## config.mk

```make
export PLATFORM = sky130hd
export DESIGN_NAME = flash_cmd_seq
export DESIGN_NICKNAME = d
export VERILOG_FILES = /design/src/rtl/flash_seq_pkg.sv /design/src/rtl/flash_addr_match.sv /design/src/rtl/flash_code_decode.sv /design/src/rtl/flash_seq_fsm.sv /design/src/rtl/flash_cmd_seq.sv
export SDC_FILE = /design/constraint.sdc
export NUM_CORES = 1
export LEC_CHECK = 0
export BUFFER_PORTS_ARGS = -buffer_cell sky130_fd_sc_hd__buf_2
export CORE_MARGIN = 4
export CORE_UTILIZATION = 50
export CTS_BUF_LIST = sky130_fd_sc_hd__clkbuf_4 sky130_fd_sc_hd__clkbuf_8
export DETAILED_ROUTE_END_ITERATION = 10
export PLACE_DENSITY = 0.78
export SLEW_MARGIN = 10
export SYNTH_ARGS = -nofsm -noshare
export SYNTH_HDL_FRONTEND = slang
export SYNTH_HIERARCHICAL = 1
export SYNTH_SLANG_ARGS = --single-unit
```

## constraint.sdc

```tcl
create_clock -name clk_i -period 1.6 [get_ports clk_i]
set_clock_uncertainty 0.2 [all_clocks]
set_input_delay 0.48 -clock clk_i [delete_from_list [all_inputs] [get_ports clk_i]]
set_output_delay 0.48 -clock clk_i [all_outputs]
set_load 0.02 [all_outputs]
```

## src/rtl/flash_seq_pkg.sv

```systemverilog
package flash_seq_pkg;
  typedef enum logic [2:0] {
    ST_IDLE, ST_UNL1, ST_UNL2, ST_PROG, ST_ERS1, ST_ERS2, ST_ERSC
  } seq_state_e;

  typedef enum logic {MODE_ARRAY = 1'b0, MODE_IDENT = 1'b1} read_mode_e;

  localparam logic [7:0] CODE_UNL_A   = 8'hAA;
  localparam logic [7:0] CODE_UNL_B   = 8'h55;
  localparam logic [7:0] CODE_RESET   = 8'hF0;
  localparam logic [7:0] CODE_IDENT   = 8'h90;
  localparam logic [7:0] CODE_PROG    = 8'hA0;
  localparam logic [7:0] CODE_ERS_SET = 8'h80;
  localparam logic [7:0] CODE_CHIP    = 8'h10;
  localparam logic [7:0] CODE_BLK_RES = 8'h30;
  localparam logic [7:0] CODE_SUSP    = 8'hB0;

  typedef struct packed {
    logic unl_a;
    logic unl_b;
    logic reset;
    logic ident;
    logic prog;
    logic ers_set;
    logic chip;
    logic blk_res;
    logic susp;
  } code_hit_t;

  typedef struct packed {
    logic rd;
    logic ident;
    logic prog;
    logic blk;
    logic chip;
    logic susp;
    logic res;
  } strobe_t;
endpackage

```

## src/rtl/flash_addr_match.sv

```systemverilog
module flash_addr_match #(
  parameter int unsigned UNLOCK_W    = 15,
  parameter int unsigned FIRST_WORD  = 'h5555,
  parameter int unsigned SECOND_WORD = 'h2AAA
) (
  input  logic [UNLOCK_W:0] addr_i,
  input  logic              byte_mode_i,
  output logic              at_first_o,
  output logic              at_second_o
);
  localparam logic [UNLOCK_W-1:0] FirstW  = FIRST_WORD[UNLOCK_W-1:0];
  localparam logic [UNLOCK_W-1:0] SecondW = SECOND_WORD[UNLOCK_W-1:0];
  // byte address = word address shifted up, lowest bit picks the half
  localparam logic [UNLOCK_W:0]   FirstB  = {FirstW, 1'b0};
  localparam logic [UNLOCK_W:0]   SecondB = {SecondW, 1'b1};

  always_comb begin
    if (byte_mode_i) begin
      at_first_o  = (addr_i == FirstB);
      at_second_o = (addr_i == SecondB);
    end else begin
      at_first_o  = (addr_i[UNLOCK_W-1:0] == FirstW);
      at_second_o = (addr_i[UNLOCK_W-1:0] == SecondW);
    end
  end
endmodule

```

## src/rtl/flash_code_decode.sv

```systemverilog
module flash_code_decode
  import flash_seq_pkg::*;
(
  input  logic [7:0] code_i,
  output code_hit_t  hit_o
);
  always_comb begin
    hit_o.unl_a   = (code_i == CODE_UNL_A);
    hit_o.unl_b   = (code_i == CODE_UNL_B);
    hit_o.reset   = (code_i == CODE_RESET);
    hit_o.ident   = (code_i == CODE_IDENT);
    hit_o.prog    = (code_i == CODE_PROG);
    hit_o.ers_set = (code_i == CODE_ERS_SET);
    hit_o.chip    = (code_i == CODE_CHIP);
    hit_o.blk_res = (code_i == CODE_BLK_RES);
    hit_o.susp    = (code_i == CODE_SUSP);
  end
endmodule

```

## src/rtl/flash_seq_fsm.sv

```systemverilog
module flash_seq_fsm
  import flash_seq_pkg::*;
#(
  parameter int unsigned ADDR_W = 18,
  parameter int unsigned DATA_W = 16
) (
  input  logic              clk_i,
  input  logic              rst_ni,
  input  logic              wr_valid_i,
  input  logic [ADDR_W-1:0] wr_addr_i,
  input  logic [DATA_W-1:0] wr_data_i,
  input  logic              byte_mode_i,
  input  logic              at_first_i,
  input  logic              at_second_i,
  input  code_hit_t         hit_i,
  input  logic              busy_i,
  input  logic              erasing_i,
  input  logic              suspended_i,
  output strobe_t           strobe_o,
  output logic              mode_o,
  output logic [ADDR_W-1:0] tgt_addr_o,
  output logic [DATA_W-1:0] tgt_data_o,
  output logic              tgt_byte_o
);
  seq_state_e st_q, st_d;
  read_mode_e mode_q, mode_d;
  strobe_t    stb_q, stb_d;
  logic       latch;
  logic [ADDR_W-1:0] addr_q;
  logic [DATA_W-1:0] data_q;
  logic              byte_q;

  always_comb begin
    st_d   = st_q;
    mode_d = mode_q;
    stb_d  = '0;
    latch  = 1'b0;
    if (wr_valid_i) begin
      if (busy_i) begin
        // engine running: only suspend of an erase is honoured
        stb_d.susp = hit_i.susp & erasing_i;
      end else if (st_q == ST_PROG) begin
        stb_d.prog = 1'b1;
        latch      = 1'b1;
        st_d       = ST_IDLE;
        mode_d     = MODE_ARRAY;
      end else if (hit_i.reset) begin
        stb_d.rd = 1'b1;
        st_d     = ST_IDLE;
        mode_d   = MODE_ARRAY;
      end else begin
        st_d   = ST_IDLE;
        mode_d = MODE_ARRAY;
        unique case (st_q)
          ST_IDLE: begin
            if (hit_i.unl_a && at_first_i) begin
              st_d   = ST_UNL1;
              mode_d = mode_q;
            end else if (hit_i.blk_res && suspended_i) begin
              stb_d.res = 1'b1;
              mode_d    = mode_q;
            end
          end
          ST_UNL1: if (hit_i.unl_b && at_second_i) begin
            st_d   = ST_UNL2;
            mode_d = mode_q;
          end
          ST_UNL2: if (at_first_i) begin
            if (hit_i.ident) begin
              stb_d.ident = 1'b1;
              mode_d      = MODE_IDENT;
            end else if (hit_i.prog) begin
              st_d = ST_PROG;
            end else if (hit_i.ers_set) begin
              st_d = ST_ERS1;
            end
          end
          ST_ERS1: if (hit_i.unl_a && at_first_i) st_d = ST_ERS2;
          ST_ERS2: if (hit_i.unl_b && at_second_i) st_d = ST_ERSC;
          ST_ERSC: begin
            if (hit_i.chip && at_first_i) begin
              stb_d.chip = 1'b1;
            end else if (hit_i.blk_res) begin
              stb_d.blk = 1'b1;
              latch     = 1'b1;
            end
          end
          default: st_d = ST_IDLE;
        endcase
      end
    end
  end

  always_ff @(posedge clk_i or negedge rst_ni) begin
    if (!rst_ni) begin
      st_q   <= ST_IDLE;
      mode_q <= MODE_ARRAY;
      stb_q  <= '0;
    end else begin
      st_q   <= st_d;
      mode_q <= mode_d;
      stb_q  <= stb_d;
    end
  end

  always_ff @(posedge clk_i or negedge rst_ni) begin
    if (!rst_ni) begin
      addr_q <= '0;
      data_q <= '0;
      byte_q <= 1'b0;
    end else if (latch) begin
      addr_q <= wr_addr_i;
      data_q <= wr_data_i;
      byte_q <= byte_mode_i;
    end
  end

  assign strobe_o   = stb_q;
  assign mode_o     = mode_q;
  assign tgt_addr_o = addr_q;
  assign tgt_data_o = data_q;
  assign tgt_byte_o = byte_q;
endmodule

```

## src/rtl/flash_cmd_seq.sv

```systemverilog
module flash_cmd_seq
  import flash_seq_pkg::*;
#(
  parameter int unsigned ADDR_W   = 18,
  parameter int unsigned DATA_W   = 16,
  parameter int unsigned UNLOCK_W = 15
) (
  input  logic              clk_i,
  input  logic              rst_ni,
  input  logic              wr_valid_i,
  input  logic [ADDR_W-1:0] wr_addr_i,
  input  logic [DATA_W-1:0] wr_data_i,
  input  logic              byte_mode_i,
  input  logic              busy_i,
  input  logic              erasing_i,
  input  logic              suspended_i,
  output logic              rd_array_o,
  output logic              auto_sel_o,
  output logic              prog_start_o,
  output logic              blk_erase_o,
  output logic              chip_erase_o,
  output logic              suspend_o,
  output logic              resume_o,
  output logic              mode_o,
  output logic [ADDR_W-1:0] tgt_addr_o,
  output logic [DATA_W-1:0] tgt_data_o,
  output logic              tgt_byte_o
);
  localparam int unsigned CmpW = UNLOCK_W + 1;

  logic      at_first, at_second;
  code_hit_t hit;
  strobe_t   stb;

  flash_addr_match #(.UNLOCK_W(UNLOCK_W)) u_match (
    .addr_i      (wr_addr_i[CmpW-1:0]),
    .byte_mode_i (byte_mode_i),
    .at_first_o  (at_first),
    .at_second_o (at_second)
  );

  flash_code_decode u_dec (
    .code_i (wr_data_i[7:0]),
    .hit_o  (hit)
  );

  flash_seq_fsm #(.ADDR_W(ADDR_W), .DATA_W(DATA_W)) u_fsm (
    .clk_i       (clk_i),
    .rst_ni      (rst_ni),
    .wr_valid_i  (wr_valid_i),
    .wr_addr_i   (wr_addr_i),
    .wr_data_i   (wr_data_i),
    .byte_mode_i (byte_mode_i),
    .at_first_i  (at_first),
    .at_second_i (at_second),
    .hit_i       (hit),
    .busy_i      (busy_i),
    .erasing_i   (erasing_i),
    .suspended_i (suspended_i),
    .strobe_o    (stb),
    .mode_o      (mode_o),
    .tgt_addr_o  (tgt_addr_o),
    .tgt_data_o  (tgt_data_o),
    .tgt_byte_o  (tgt_byte_o)
  );

  assign rd_array_o   = stb.rd;
  assign auto_sel_o   = stb.ident;
  assign prog_start_o = stb.prog;
  assign blk_erase_o  = stb.blk;
  assign chip_erase_o = stb.chip;
  assign suspend_o    = stb.susp;
  assign resume_o     = stb.res;
endmodule

```

==> results of run 1 <==
[stage by stage]
stage               area, um2  worst slack, ps  util, %  power, mW
finish                   4920             -607     72.8       2.14
global route             4920             -653     72.8       2.21
CTS                      4610             -532     68.2       2.13
detailed placement       4430             -959     65.5       1.40
global placement         4430             -850     65.5       1.40
floorplan                3490             -841        -       1.22
[worst register-to-register path: stages (launching register included)]
cell and delay, ps:
dfrtp_1 420, buf_4 160, nor3b_4 470, buf_12 200, nand4_1 120, nand3_1 140
[layer usage]
layer | track usage, % | vias up | part of all wire, % | routed length [um]
li1 | - | 1614 | - | -
met1 | 32.1 | 1799 | 39 | 4610
met2 | 41.0 | 235 | 48 | 5790
met3 | 4.39 | 72 | 8.0 | 951
met4 | 8.42 | 0 | 5.1 | 605
met5 | 0 | - | 0 | 0
[how the worst min path moves through the flow]
stage / from / end / slack [ps] / cells after the start
2_1_floorplan: rst_ni / u_fsm/mode_o$_DFFE_PN0P_ / -20 / 0
3_3_place_gp: u_fsm/mode_o$_DFFE_PN0P_ / u_fsm/mode_o$_DFFE_PN0P_ / 260 / 1
3_5_place_dp: u_fsm/mode_o$_DFFE_PN0P_ / u_fsm/mode_o$_DFFE_PN0P_ / 260 / 1
4_1_cts: wr_data_i[10] / u_fsm/tgt_data_o[10]$_DFFE_PN0P_ / 220 / 3
5_1_grt: wr_data_i[11] / u_fsm/tgt_data_o[11]$_DFFE_PN0P_ / 240 / 3
6_report: wr_data_i[8] / u_fsm/tgt_data_o[8]$_DFFE_PN0P_ / 220 / 3
[kinds of logic (layout without fill, tap and decap cells)]
group	count (synthesis)	count (layout)
mux	35	35
compound gates	49	49
flops	46	46
buf+inv	41	183
simple gates	168	168
[cell type report]
type | count | area share, %
multi-input cells | 252 | 44.2
repair buffers | 175 | 28.6
flip-flops and latches | 46 | 23.4
well taps | 80 | 2.04
clock buffers | 7 | 1.70
inverters | 1 | 0.0763
[flip-flops by register name (all words and copies together) (netlist names)]
register          count
u_fsm/mode_o          1
u_fsm/st_q            3
u_fsm/strobe_o        7
u_fsm/tgt_addr_o     18
u_fsm/tgt_byte_o      1
u_fsm/tgt_data_o     16
[synthesized netlist by cell type (2+ instances only)]
cell type | count | area share [%]
nand2_1 | 10 | 1.1
nor3b_1 | 2 | 0.43
and3b_1 | 39 | 9.9
and4bb_2 | 2 | 0.72
o22ai_1 | 2 | 0.36
buf_6 | 4 | 1.3
nor4_1 | 3 | 0.54
nand3_1 | 37 | 5.4
nor4b_1 | 2 | 0.51
nor3_2 | 3 | 0.87
buf_8 | 3 | 1.3
mux2i_1 | 35 | 10
o211ai_2 | 30 | 11
dfrtp_1 | 46 | 33
nand4_1 | 38 | 6.9
nor2_1 | 4 | 0.43
clkbuf_1 | 14 | 1.5
buf_2 | 18 | 2.6
o211ai_1 | 6 | 1.3
nand2b_1 | 5 | 0.91
nor2b_1 | 2 | 0.36
nor4_2 | 2 | 0.72
and4bb_1 | 2 | 0.72
and4_1 | 4 | 1.0
and4b_2 | 2 | 0.65
o21ai_0 | 3 | 0.43
nor4bb_1 | 2 | 0.58
[power by group through the flow]
stage	clock, mW	combinational (mW)	sequential (mW)
2_1_floorplan	0	0.0372	1.19
3_3_place_gp	0	0.213	1.18
3_5_place_dp	0	0.218	1.18
4_1_cts	0.742	0.226	1.16
5_1_grt	0.797	0.255	1.16
6_report	0.744	0.239	1.16
[repair_timing]
item / in CTS / in global routing
pin swaps: 26 / 17
setup endpoints to repair: 46 / 59
hold buffers: 1 / 0
hold endpoints to repair: 46 / 0
resized for setup: 14 / 16
cloned: 0 / 5
setup buffers: 3 / 15
==> results.md, run 1 <==
- Outcome: complete, but fails checks
- Failing checks: setup timing
- Cell total after placement: 532
- # DRC: 0
- Vias in the first global route: 3,455
- Synth warn: 6
- Critical path depth: 7
- RSZ-0062 raised after global routing: yes
- Buffers & Inverters on Critical Path: 2
- Worst Setup End Kind: register
- Setup ws final: -607 ps
- Site row count: 30
- Max Clock Freq: 453 MHz
- PortBufs: 83
- Synth Area in Simple Gates: 34.7%
- Grt total ovfl: 0
- Min-Delay Path Class: input pin to register
- Routed via count: 3,720
- Largest stage delay on the critical path: 570 ps
- Power per cell area: 436 nW/um2
- Reg2reg setup slack: -170 ps
- R2R depth: 5
- Top delay family on crit path: simple AND/OR/NAND/NOR gates
- Final wirelength: 12.0 mm
- CP startpoint kind: input pin
- Critical path origin: wr_data_i[1]
- Max Buffers Root-to-Sink: 2
- Final period demand of the worst path: 2210 ps
- Most common flop cell mapped by yosys: dfrtp_1
- Flip-flop and latch area: 1150 um2
- Routed WL per cell: 21.3 um
- Initial detailed-routing violation count: 309
- Net Sw Frac: 24.7%
- Num CTS Buffers: 5
- Fillers: 464
- Multi-input gate area: 2170 um2
- Crit path to: u_fsm/tgt_byte_o$_DFFE_PN0P_
- Critical path class: input pin to register
- Global-route wire length before repair: 16.9 mm
- Mapped cell area: 3450 um2
- Largest net degree at the start of global routing: 47
- Mapped Nets: 380
- Hold slack: 222 ps
- Reg-to-reg startpoint: u_fsm/st_q[0]$_DFFE_PN0P_
- Yosys cell types: 46
- Worst path slowest cell: or4_4
- Clk sink count: 46
- Clock Root Buffer: clkbuf_8
- CP max FO: 10
- Die area: 8300 um2
- Power share of the combinational group: 11.1%
- ANT cells: 0
- Post-synth ARST share: 100%
- Largest family of logic cells by synthesized area: simple AND/OR/NAND/NOR gates
- Antenna Nets Post-Route: 0
- I/O Pins: 84
- Reg clk slew, reported paths: 90 ps
- Nets@finish: 522
- Seq pwr share: 54.2%
- Final hold vios: 0
- Slew @ Worst Pin: 532 ps
- P_sw: 0.530 mW
- Final setup vio count: 46
- Max-slew headroom: 64.5%
- Synth Area in Adders: 0%
- Sequential share of the synthesized area: 33.3%
- CP cell instances: buf_6 -> or4_4 -> nor4_4 -> a21bo_4 -> clkbuf_16 -> o211ai_2 -> nand3_1
- CP required: 1580 ps
- Post-Syn Instances: 339
- Die H: 91.1 um
- CTS H-tree depth: 2
- Number of synthesized flops with an enable pin: 0
- Fin crit share: 138%
- DP Wirelength: 6.97 mm
- Skew-Pair Late Insertion Delay: 300 ps
- Final std cells w/o fill: 561
- Initial core utilization: 51.1%
- Most common cell after layout, fill and taps aside: buf_2
- R2R Path End: u_fsm/tgt_addr_o[7]$_DFFE_PN0P_
- MaxCap Viol Count: 0
- Pleak: 2.39 nW
- GR Util All Layers: 24.6%
- Avg Inst Size Synth: 10.2 um2
- Final Max Slew Viols: 0
- Initial antenna violation count: 0
- Fraction of layout instances using a drive strength above 1: 49.9%
- Clk pwr share: 34.7%
- CTS tree: yes
- Seq cells post-synth: 46
- Most frequent cells in the layout: 79 x buf_2, 67 x buf_4, 46 x dfrtp_1, 38 x nand4_1, 38 x and3b_1
- Vias per cell: 6.63
- Chip width: 91.1 um
- Pint: 1.61 mW
- First-pass iteration count of the detailed router: 5
- Core area: 6760 um2
- Compound-Gate Fraction of Synth Area: 14.8%
- Worst Path Arrival: 2180 ps
- TNS Setup: -21,620 ps
- Mux cell area share after synthesis: 10.1%
- VDD IR max: 0.389 mV
- GPL Wtd Cong: 0.877
- Synth Area in XOR/XNOR: 0%
- Area delta synth->final: 42.4%
(Power assumes the default switching activity.)
==> run 2: changes to the inputs <==
--- a/config.mk
+++ b/config.mk
@@ -6,6 +6,7 @@
 export NUM_CORES = 1
 export LEC_CHECK = 0
 export BUFFER_PORTS_ARGS = -buffer_cell sky130_fd_sc_hd__buf_2
+export CAP_MARGIN = 20
 export CORE_MARGIN = 4
 export CORE_UTILIZATION = 50
 export CTS_BUF_LIST = sky130_fd_sc_hd__clkbuf_4 sky130_fd_sc_hd__clkbuf_8
==> constraint.sdc (replaced) <==
create_clock -name clk_i -period 1.6 [get_ports clk_i]
set_clock_uncertainty 0.2 [all_clocks]
set_input_delay 0.48 -clock clk_i [delete_from_list [all_inputs] [get_ports clk_i]]
set_output_delay 0.48 -clock clk_i [all_outputs]
set_load 0.01 [all_outputs]
==> results.md, run 2 (synthesized netlist as in run 1, its figures left out) <==
- Outcome: complete, but fails checks
- Failing checks: setup timing
- Max layer used: met4
- Worst path slowest cell: or4_4
- Post-Place Cell Area: 4430 um2
- Max Buffers Root-to-Sink: 2
- Final Max Slew Viols: 0
- Clock Root Buffer: clkbuf_8
- Max reg flops: 18
- I/O Pins: 84
- Routed WL per cell: 20.6 um
- Fraction of layout instances using a drive strength above 1: 48.7%
- Initial core utilization: 51.1%
- Fin crit share: 136%
- Min-Delay Path Class: input pin to register
- Grt total ovfl: 0
- Top delay family on crit path: simple AND/OR/NAND/NOR gates
- RSZ-0062 raised after global routing: yes
- Worst Hold Path EP: u_fsm/tgt_data_o[8]$_DFFE_PN0P_
- Slew @ Worst Pin: 499 ps
- CP startpoint kind: input pin
- Num CTS Buffers: 5
- MaxCap Viol Count: 0
- GPL Wtd Cong: 0.877
- Fillers: 477
- Largest net degree at the start of global routing: 47
- Hold Path Cell Cnt: 3
- Area delta synth->final: 39.6%
- Reg-to-reg startpoint: u_fsm/st_q[0]$_DFFE_PN0P_
- Multi-input gate area: 2170 um2
- Vias per cell: 6.46
- Initial detailed-routing violation count: 225
- CP max FO: 5
- Reg2reg setup slack: -140 ps
- Flip-flop and latch area: 1150 um2
- TNS Setup: -20,980 ps
- ANT cells: 0
- Final wirelength: 11.3 mm
- Wire length on met1: 4.54 mm
- Initial antenna violation count: 0
- CP required: 1580 ps
- Worst Setup End Kind: register
- Hold path start: wr_data_i[8]
- Max-slew headroom: 66.7%
- Die area: 8300 um2
- Max Clock Freq: 458 MHz
- Buffers & Inverters on Critical Path: 2
- CTS H-tree depth: 2
- Skew-Pair Late Insertion Delay: 300 ps
- VDD IR max: 0.381 mV
- Final period demand of the worst path: 2180 ps
- Worst Path Arrival: 2160 ps
- Tot Pwr: 2.14 mW
- CTS tree: yes
- DP Wirelength: 6.97 mm
- GR Util All Layers: 24.5%
- Final hold vios: 0
- Die H: 91.1 um
- Site row count: 30
- Largest stage delay on the critical path: 570 ps
- First-pass iteration count of the detailed router: 7
- Setup ws final: -583 ps
- Core area: 6760 um2
- Metal2 WL: 5.63 mm
- Final setup vio count: 45
- R2R Path End: u_fsm/tgt_addr_o[7]$_DFFE_PN0P_
- Critical path class: input pin to register
- Clk sink count: 46
- Power per cell area: 443 nW/um2
- Chip width: 91.1 um
- CP cell instances: buf_6 -> or4_4 -> nor4_4 -> a21bo_4 -> clkbuf_16 -> o211ai_2 -> nand3_1
- Most common cell after layout, fill and taps aside: buf_2
- PortBufs: 83
- Nets@finish: 511
- Global-route wire length before repair: 16.9 mm
- Pleak: 2.33 nW
- Most frequent cells in the layout: 81 x buf_2, 56 x buf_4, 46 x dfrtp_1, 38 x nand4_1, 38 x and3b_1
- Final Util: 71.4%
- R2R depth: 5
- Reg clk slew, reported paths: 90 ps
- Vias in the first global route: 3,429
- Antenna Nets Post-Route: 0
- Final Cell Area: 4820 um2
- # DRC: 0
- Routed via count: 3,551
- WL met3: 819 um
==> run 2: changes by cell type in the layout (fill, tap and decap cells not counted) <==
| cell | delta |
|---|---|
| buf_4 | -11 |
| buf_2 | +2 |
| buf_6 | -2 |
==> run 2: layer usage <==
layer,vias to the layer above,track usage [%]
met1,1740,32.3
met4,0,7.66
li1,1586,-
met5,-,0
met2,185,40.7
met3,40,4.56
==> run 2: per-stage QoR <==
stage | std cells | setup WS, ps | hold WS (ps)
3_5_place_dp | 532 | -959 | 265
4_1_cts | 542 | -532 | 221
3_3_place_gp | 532 | -850 | 259
2_1_floorplan | 339 | -841 | -15.6
6_report | 550 | -583 | 224
5_1_grt | 550 | -654 | 236
==> run 2: worst max path at each step <==
stage / cells after the start / start / end
6_report: 7 / wr_data_i[1] / u_fsm/tgt_addr_o[1]$_DFFE_PN0P_
5_1_grt: 7 / wr_data_i[1] / u_fsm/tgt_addr_o[1]$_DFFE_PN0P_
4_1_cts: 7 / wr_data_i[1] / u_fsm/tgt_addr_o[15]$_DFFE_PN0P_
3_5_place_dp: 7 / wr_data_i[1] / u_fsm/tgt_addr_o[3]$_DFFE_PN0P_
3_3_place_gp: 7 / wr_data_i[1] / u_fsm/tgt_addr_o[2]$_DFFE_PN0P_
2_1_floorplan: 8 / wr_data_i[1] / u_fsm/tgt_addr_o[0]$_DFFE_PN0P_
==> run 2: what timing repair did <==
action / in CTS / in global routing
endpoints found under the setup margin: 45 / 48
hold buffers: 1 / 0
pin swaps: 26 / 16
gates cloned: 0 / 5
endpoints found under the hold margin: 46 / 0
gates resized for setup: 14 / 11
buffers inserted: 2 / 5
==> run 2: power breakdown <==
group	total (mW)	switching [mW]	internal, mW
sequential	1.16	0.00000835	1.16
combinational	0.238	0.121	0.117
clock	0.737	0.401	0.336
==> run 2: worst register-to-register path, delay by kind of cell, from the launching register on <==
kind | cells | cell delay (ps)
AND/OR/NAND/NOR | 3 | 720
flip-flops | 1 | 410
buffers and inverters | 2 | 360
==> run 2: area by class of cell <==
class	instances	area share, %
tap	80	2.08
sequential	46	23.9
timing repair buffer	164	27.2
clock buffer	7	1.74
multi-input combinational	252	45.1
inverter	1	0.0778
==> run 3: changes to the inputs <==
--- a/config.mk
+++ b/config.mk
@@ -7,11 +7,13 @@
 export LEC_CHECK = 0
 export BUFFER_PORTS_ARGS = -buffer_cell sky130_fd_sc_hd__buf_2
 export CAP_MARGIN = 20
+export CELL_PAD_IN_SITES_DETAIL_PLACEMENT = 0
+export CELL_PAD_IN_SITES_GLOBAL_PLACEMENT = 1
 export CORE_MARGIN = 4
-export CORE_UTILIZATION = 50
+export CORE_UTILIZATION = 39
 export CTS_BUF_LIST = sky130_fd_sc_hd__clkbuf_4 sky130_fd_sc_hd__clkbuf_8
 export DETAILED_ROUTE_END_ITERATION = 10
-export PLACE_DENSITY = 0.78
+export PLACE_DENSITY_LB_ADDON = 0.1
 export SLEW_MARGIN = 10
 export SYNTH_ARGS = -nofsm -noshare
 export SYNTH_HDL_FRONTEND = slang
==> results.md, run 3 (synthesized netlist as in run 1, its figures left out) <==
- ANT cells: 0
- Chip width: 102 um
- Clock Root Buffer: clkbuf_8
- Power per cell area: 451 nW/um2
- Site row count: 34
- Nets@finish: 517
- Reg clk slew, reported paths: 90 ps
- CTS tree: yes
- Grt total ovfl: 0
- Largest stage delay on the critical path: 570 ps
- Most common cell after layout, fill and taps aside: buf_2
- VDD IR max: 0.339 mV
- Area delta synth->final: 41.4%
- PortBufs: 83
- Tot Pwr: 2.20 mW
- Global-route wire length before repair: 16.9 mm
- Vias in the first global route: 3,213
- Outcome: complete, but fails checks
- Worst Path Arrival: 2220 ps
- Initial detailed-routing violation count: 142
- Min-Delay Path Class: input pin to register
- Worst Setup End Kind: register
- Worst path slowest cell: or4_4
- Die H: 102 um
- I/O Pins: 84
- Final wirelength: 11.0 mm
- Setup ws final: -576 ps
- CP startpoint kind: input pin
- Core area: 8680 um2
- CP cell instances: buf_6 -> or4_4 -> nor4_4 -> buf_4 -> a21boi_4 -> buf_12 -> clkbuf_16 -> and4_1
- Die area: 10,400 um2
- Routed via count: 3,328
- Final Cell Area: 4890 um2
- Final setup vio count: 45
- Initial antenna violation count: 0
- # DRC: 0
- Max reg flops: 18
- CP max FO: 9
- Final Util: 56.3%
- Buffers & Inverters on Critical Path: 4
- Max Clock Freq: 459 MHz
- Slew @ Worst Pin: 417 ps
- CP required: 1640 ps
- DP Wirelength: 7.10 mm
- TNS Setup: -22,820 ps
- Final period demand of the worst path: 2180 ps
- First-pass iteration count of the detailed router: 4
- GPL Wtd Cong: 0.773
- Pleak: 2.36 nW
- Post-Place Cell Area: 4540 um2
- Most frequent cells in the layout: 81 x buf_2, 62 x buf_4, 46 x dfrtp_1, 38 x nand4_1, 38 x and3b_1
- GR Util All Layers: 20.3%
- Max Buffers Root-to-Sink: 2
- CTS H-tree depth: 2
- Critical path class: input pin to register
- Final hold vios: 0
- MaxCap Viol Count: 0
- Num CTS Buffers: 5
- Fin crit share: 136%
- Failing checks: setup timing
- Max-slew headroom: 72.2%
- Clk sink count: 46
- Post-place setup slack: -900 ps
- Vias per cell: 5.69
- Antenna Nets Post-Route: 0
- Fraction of layout instances using a drive strength above 1: 48.6%
- Initial core utilization: 39.8%
- Largest net degree at the start of global routing: 47
- Final Max Slew Viols: 0
- RSZ-0062 raised after global routing: yes
- Routed WL per cell: 18.8 um
- Top delay family on crit path: simple AND/OR/NAND/NOR gates
- Skew-Pair Late Insertion Delay: 300 ps
[run 3: repair_timing]
action / 4_1_cts / 5_1_grt
pin swaps: 13 / 6
buffers inserted: 3 / 5
hold buffers: 1 / 0
endpoints found under the setup margin: 44 / 46
hold endpoints to repair: 46 / 0
cloned: 0 / 4
gates resized for setup: 18 / 2
[run 3: worst paths after layout]
check,slack (ps),depth (start not counted),start,end
max,-580,8,wr_data_i[1],u_fsm/strobe_o[3]$_DFF_PN0_
min,230,3,wr_data_i[8],u_fsm/tgt_data_o[8]$_DFFE_PN0P_
min reg2reg,300,1,u_fsm/mode_o$_DFFE_PN0P_,u_fsm/mode_o$_DFFE_PN0P_
min in group asynchronous,490,3,rst_ni,u_fsm/strobe_o[0]$_DFF_PN0_
max reg2reg,-70,4,u_fsm/st_q[2]$_DFFE_PN0P_,u_fsm/tgt_addr_o[14]$_DFFE_PN0P_
max in group asynchronous,470,3,rst_ni,u_fsm/tgt_data_o[10]$_DFFE_PN0P_
[run 3: area by class of cell]
cell class,count,area (um2)
fill,783,3790
multi-input combinational,252,2160
timing repair buffer,170,1340
sequential,46,1150
tap,108,135
clock buffer,7,90.1
clock inverter,1,5.00
inverter,1,3.75
[run 3: power breakdown]
group / total (mW) / switching (mW) / internal (mW)
combinational: 0.254 / 0.124 / 0.131
clock: 0.788 / 0.421 / 0.367
sequential: 1.16 / 0.00000910 / 1.16
[run 3: stage by stage]
step | hold WS [ps] | instances
after floorplan | -15.6 | 339
after global placement | 258 | 565
after detailed placement | 271 | 565
after CTS | 227 | 576
after global routing | 239 | 585
final | 229 | 585
[run 3: per-layer routing]
layer  share of wire, %  vias to the layer above  global-route usage [%]
met4               0.41                        0                    3.63
met2                 49                       87                    33.3
met1                 46                     1633                    28.7
met5                  0                        -                       0
met3                4.9                        2                    3.14
li1                   -                     1606                       -
[run 3: worst reg2reg max path, delay by kind of cell, from the launching register on]
family                 cells  cell delay, ps
AOI/OAI and AO/OA          1             180
and+or+nand+nor            2             540
DFF                        1             450
buffers and inverters      1             180
